<file path="config.mk">
export PLATFORM = sky130hd
export DESIGN_NAME = csel_adder
export DESIGN_NICKNAME = d
export VERILOG_FILES = /design/src/rtl/csel_pkg.sv /design/src/rtl/csel_rca.sv /design/src/rtl/csel_spec_slice.sv /design/src/rtl/csel_adder.sv
export SDC_FILE = /design/constraint.sdc
export NUM_CORES = 1
export LEC_CHECK = 0
export ABC_CLOCK_PERIOD_IN_PS = 24800
export BUFFER_PORTS_ARGS = -buffer_cell sky130_fd_sc_hd__buf_2
export CAP_MARGIN = 25
export CORE_MARGIN = 1.5
export CORE_UTILIZATION = 30
export DETAILED_ROUTE_END_ITERATION = 8
export PLACE_DENSITY = 0.72
export RECOVER_POWER = 25
export SLEW_MARGIN = 20
export SYNTH_ARGS = -nofsm -noshare
export SYNTH_HDL_FRONTEND = slang
export SYNTH_SLANG_ARGS = --single-unit
</file>
<file path="constraint.sdc">
create_clock -name vclk -period 24.8
set_input_delay 7.44 -clock vclk [all_inputs]
set_output_delay 7.44 -clock vclk [all_outputs]
set_load 0.005 [all_outputs]
</file>
<file path="src/rtl/csel_pkg.sv">
package csel_pkg;

    // Carry value each speculative chain inside a slice assumes
    typedef enum logic {
        SPEC_C0 = 1'b0,
        SPEC_C1 = 1'b1
    } spec_e;

    // Number of slices for a given width and slice size
    function automatic int slice_count(input int width, input int slice);
        return width / slice;
    endfunction

    // True when the width splits into whole slices
    function automatic bit slice_fit(input int width, input int slice);
        return (slice > 0) && (width % slice == 0);
    endfunction

endpackage

</file>
<file path="src/rtl/csel_rca.sv">
module csel_rca #(
    parameter int WIDTH = 4
) (
    input  logic [WIDTH-1:0] a,
    input  logic [WIDTH-1:0] b,
    input  logic             cin,
    output logic [WIDTH-1:0] sum,
    output logic             cout
);
    logic [WIDTH:0]   chain;
    logic [WIDTH-1:0] prop;
    logic [WIDTH-1:0] gen;

    assign prop = a ^ b;
    assign gen  = a & b;

    always_comb begin
        chain[0] = cin;
        for (int i = 0; i < WIDTH; i++) begin
            sum[i]       = prop[i] ^ chain[i];
            chain[i + 1] = gen[i] | (prop[i] & chain[i]);
        end
    end

    assign cout = chain[WIDTH];
endmodule

</file>
<file path="src/rtl/csel_spec_slice.sv">
module csel_spec_slice
    import csel_pkg::*;
#(
    parameter int WIDTH = 4
) (
    input  logic [WIDTH-1:0] a,
    input  logic [WIDTH-1:0] b,
    input  logic             sel_carry,
    output logic [WIDTH-1:0] sum,
    output logic             cout
);
    logic [WIDTH-1:0] sum_c0;
    logic [WIDTH-1:0] sum_c1;
    logic             cout_c0;
    logic             cout_c1;
    spec_e            pick;

    csel_rca #(.WIDTH(WIDTH)) u_chain_c0 (
        .a    (a),
        .b    (b),
        .cin  (SPEC_C0),
        .sum  (sum_c0),
        .cout (cout_c0)
    );

    csel_rca #(.WIDTH(WIDTH)) u_chain_c1 (
        .a    (a),
        .b    (b),
        .cin  (SPEC_C1),
        .sum  (sum_c1),
        .cout (cout_c1)
    );

    assign pick = spec_e'(sel_carry);

    always_comb begin
        unique case (pick)
            SPEC_C1: begin
                sum  = sum_c1;
                cout = cout_c1;
            end
            default: begin
                sum  = sum_c0;
                cout = cout_c0;
            end
        endcase
    end
endmodule

</file>
<file path="src/rtl/csel_adder.sv">
module csel_adder
    import csel_pkg::*;
#(
    parameter int DATA_WIDTH = 16,
    parameter int BLOCK_SIZE = 4
) (
    input  logic [DATA_WIDTH-1:0] op_a,
    input  logic [DATA_WIDTH-1:0] op_b,
    input  logic                  carry_in,
    output logic [DATA_WIDTH-1:0] sum,
    output logic                  carry_flag,
    output logic                  ovf_flag
);
    localparam int NSLICE = slice_count(DATA_WIDTH, BLOCK_SIZE);
    localparam int MSB    = DATA_WIDTH - 1;

    if (!slice_fit(DATA_WIDTH, BLOCK_SIZE)) begin : g_bad_size
        $error("csel_adder: DATA_WIDTH must be a whole multiple of BLOCK_SIZE");
    end

    // Carry between slices; index k enters slice k
    logic [NSLICE:0] slice_carry;
    assign slice_carry[0] = carry_in;

    for (genvar s = 0; s < NSLICE; s++) begin : g_slice
        localparam int LO = s * BLOCK_SIZE;
        if (s == 0) begin : g_base
            // Incoming carry is known, one chain suffices
            csel_rca #(.WIDTH(BLOCK_SIZE)) u_base (
                .a    (op_a[LO +: BLOCK_SIZE]),
                .b    (op_b[LO +: BLOCK_SIZE]),
                .cin  (slice_carry[s]),
                .sum  (sum[LO +: BLOCK_SIZE]),
                .cout (slice_carry[s + 1])
            );
        end else begin : g_spec
            csel_spec_slice #(.WIDTH(BLOCK_SIZE)) u_spec (
                .a         (op_a[LO +: BLOCK_SIZE]),
                .b         (op_b[LO +: BLOCK_SIZE]),
                .sel_carry (slice_carry[s]),
                .sum       (sum[LO +: BLOCK_SIZE]),
                .cout      (slice_carry[s + 1])
            );
        end
    end

    assign carry_flag = slice_carry[NSLICE];

    // Signed overflow: like-signed operands giving a result of the other sign
    assign ovf_flag = (op_a[MSB] == op_b[MSB]) && (sum[MSB] != op_a[MSB]);
endmodule

</file>
==> flow_metrics.env <==
export IMPL_outcome="finished, final reports clean"
export IMPL_core_area_sq_um=1510
export IMPL_track_usage=0.0990
export IMPL_seq_cells=0
export IMPL_hold_path_class="in2out"
export IMPL_die_w_um=43.1
export IMPL_maxCapViolCount=0
export IMPL_hold_violations=0
export IMPL_worstPathRequired_ns=17.36
export IMPL_fill_cells=151
export IMPL_dieArea_sq_um=1860
export IMPL_power_density_nw_per_um2=23.1
export IMPL_gp_congestion=0.654
export IMPL_total_leakage_power_nw=0.473
export IMPL_post_cts_buffers=0
export IMPL_min_from="op_b[10]"
export IMPL_ys_top_cells_by_count="inv_1, fa_1, ha_1"
export IMPL_grt_pass1_vias=423
export IMPL_cp_arrival_ns=13.51
export IMPL_clkPwrFrac=0
export IMPL_netlist_instances=47
export IMPL_synth_area_leaders="fa_1, ha_1, inv_1, xor2_1, mux2i_1"
export IMPL_regArea_sq_um=0
export IMPL_grt_start_max_net_pins=4
export IMPL_rows=14
export IMPL_timing_hold_worst_endpoint="sum[10]"
export IMPL_period_share=0.845
export IMPL_cp_end_kind="primary output"
export IMPL_yosysMostFrequentCell="inv_1"
export IMPL_p_int_uw=9.33
export IMPL_drt_initial_drc_count=0
export IMPL_holdBufCountCts=0
export IMPL_synth_top_area_frac=0.539
export IMPL_switching_share=0.467
export IMPL_initial_utilization=0.321
export IMPL_rsz0062_at_grt="no"
export IMPL_multiInputGateArea_sq_um=415
export IMPL_placed_area_sq_um=758
export IMPL_drtPass1Iterations=1
export IMPL_syn_num_nets=100
export IMPL_slew_headroom=0.889
export IMPL_vdd_drop_max_mv=0.00962
export IMPL_n_antenna_cell=0
export IMPL_p_comb_frac=1.000
export IMPL_synth_seq_area_share=0
export IMPL_nClkBuffers=0
export IMPL_hold_depth=3
export IMPL_syn_area_per_cell_sq_um=10.3
export IMPL_finalMaxSlewViolations=0
export IMPL_power_frac_seq=0
export IMPL_yosysUniqueCellTypes=7
export IMPL_finalNetCount=153
export IMPL_grt_ovfl_total=0
export IMPL_setup_viol=0
export IMPL_fin_hold_ws_ns=15.21
export IMPL_worstMarginPinSlew_ns=0.162
export IMPL_grt_pass1_wl_mm=1.50
export IMPL_detail_route_antenna_nets=0
export IMPL_period_needed_ns=20.95
export IMPL_io_pins=51
export IMPL_viasPerCell=4.26
export IMPL_portBuffers=51
export IMPL_syn_to_final_growth_pct=56.7
export IMPL_wire_per_inst_um=8.31
export IMPL_final_layout_size_suffix_gt1_frac=0.510
export IMPL_post_cts_resized=0
export IMPL_worst_path_max_fanout=3
export IMPL_place_hpwl_um=961
export IMPL_max_freq_ghz=0.0477
export IMPL_drc_errors=0
export IMPL_critical_path_class="in2out"
export IMPL_yosys_area_top_type="fa_1"
export IMPL_fin_setup_tns_ns=0
export IMPL_yosysWarnings=0
export IMPL_num_vias=486
export IMPL_antenna_found_initial=0
export IMPL_cp_start_kind="primary input"
export IMPL_switching_power_uw=8.16
export IMPL_final_area_sq_um=757
export IMPL_routed_wl_um=947
export IMPL_dieHeight_um=43.1
export IMPL_syn_area_sq_um=483
## cell families (layout without fill, tap and decap cells)
group,after synthesis,count (layout),share of synthesized area
adder cells (fa/ha/maj),20,20,0.720
buffers and inverters,18,69,0.140
XOR/XNOR,4,4,0.0725
multiplexers,2,2,0.0415
AND/OR/NAND/NOR,2,2,0.0155
AO/OA/AOI/OAI,1,1,0.0104
## routing by layer
metal  track usage  up-vias  part of all wire  routed length (um)
met5             0        -                 0                   0
met4             0        0                 0                   0
met3       0.00426        0              0.16                 152
met2         0.191       39              0.51                 480
met1         0.128      215              0.33                 313
li1              -      232                 -                   -
## critical path: stages
cell and delay, ns:
buf_2 0.09, inv_1 0.07, fa_1 0.17, inv_1 0.05, fa_1 0.37, fa_1 0.40
fa_1 0.43, nor2_1 0.12, a21oi_1 0.06, fa_1 0.38, fa_1 0.39, fa_1 0.42
mux2i_1 0.15, fa_1 0.39, fa_1 0.39, fa_1 0.43, mux2i_1 0.15, fa_1 0.39
fa_1 0.36, inv_1 0.08, fa_1 0.43, xor2_1 0.16, nor2_1 0.07, buf_2 0.11
## power groups by stage
stage	Combinational, mW	Sequential (mW)	Clock, mW
4_1_cts	0.0181	0	0
3_3_place_gp	0.0171	0	0
6_report	0.0175	0	0
3_5_place_dp	0.0179	0	0
5_1_grt	0.0202	0	0
2_1_floorplan	0.00873	0	0
## per-stage QoR
step                setup slack [ns]  utilization  power [mW]  std cells
finish                          3.85        0.502      0.0175        114
global route                    3.50        0.502      0.0202        114
CTS                             3.79        0.503      0.0181        114
detailed placement              3.82        0.503      0.0179        114
global placement                3.89        0.503      0.0171        114
floorplan                       4.23            -     0.00873         47
## how the worst max path moves through the flow
| stage | from | end | cells after the start |
|---|---|---|---|
| after floorplan | op_a[0] | ovf_flag | 22 |
| after global placement | op_a[0] | ovf_flag | 24 |
| after detailed placement | op_a[0] | ovf_flag | 24 |
| after CTS | op_a[0] | ovf_flag | 24 |
| after global routing | op_a[0] | ovf_flag | 24 |
| final | op_a[0] | ovf_flag | 24 |
## cells in the final DEF, fill, tap and decap left out
cell type,count
xor2_1,4
ha_1,7
clkbuf_1,1
a21oi_1,1
buf_2,50
nor2_1,2
inv_1,18
mux2i_1,2
fa_1,13
## layout make-up
class,instances,share of cell area
timing repair buffer,51,0.336
inverter,18,0.0893
tap,16,0.0264
multi-input combinational,29,0.549
Note: power is estimated with default switching activity, not from simulation.
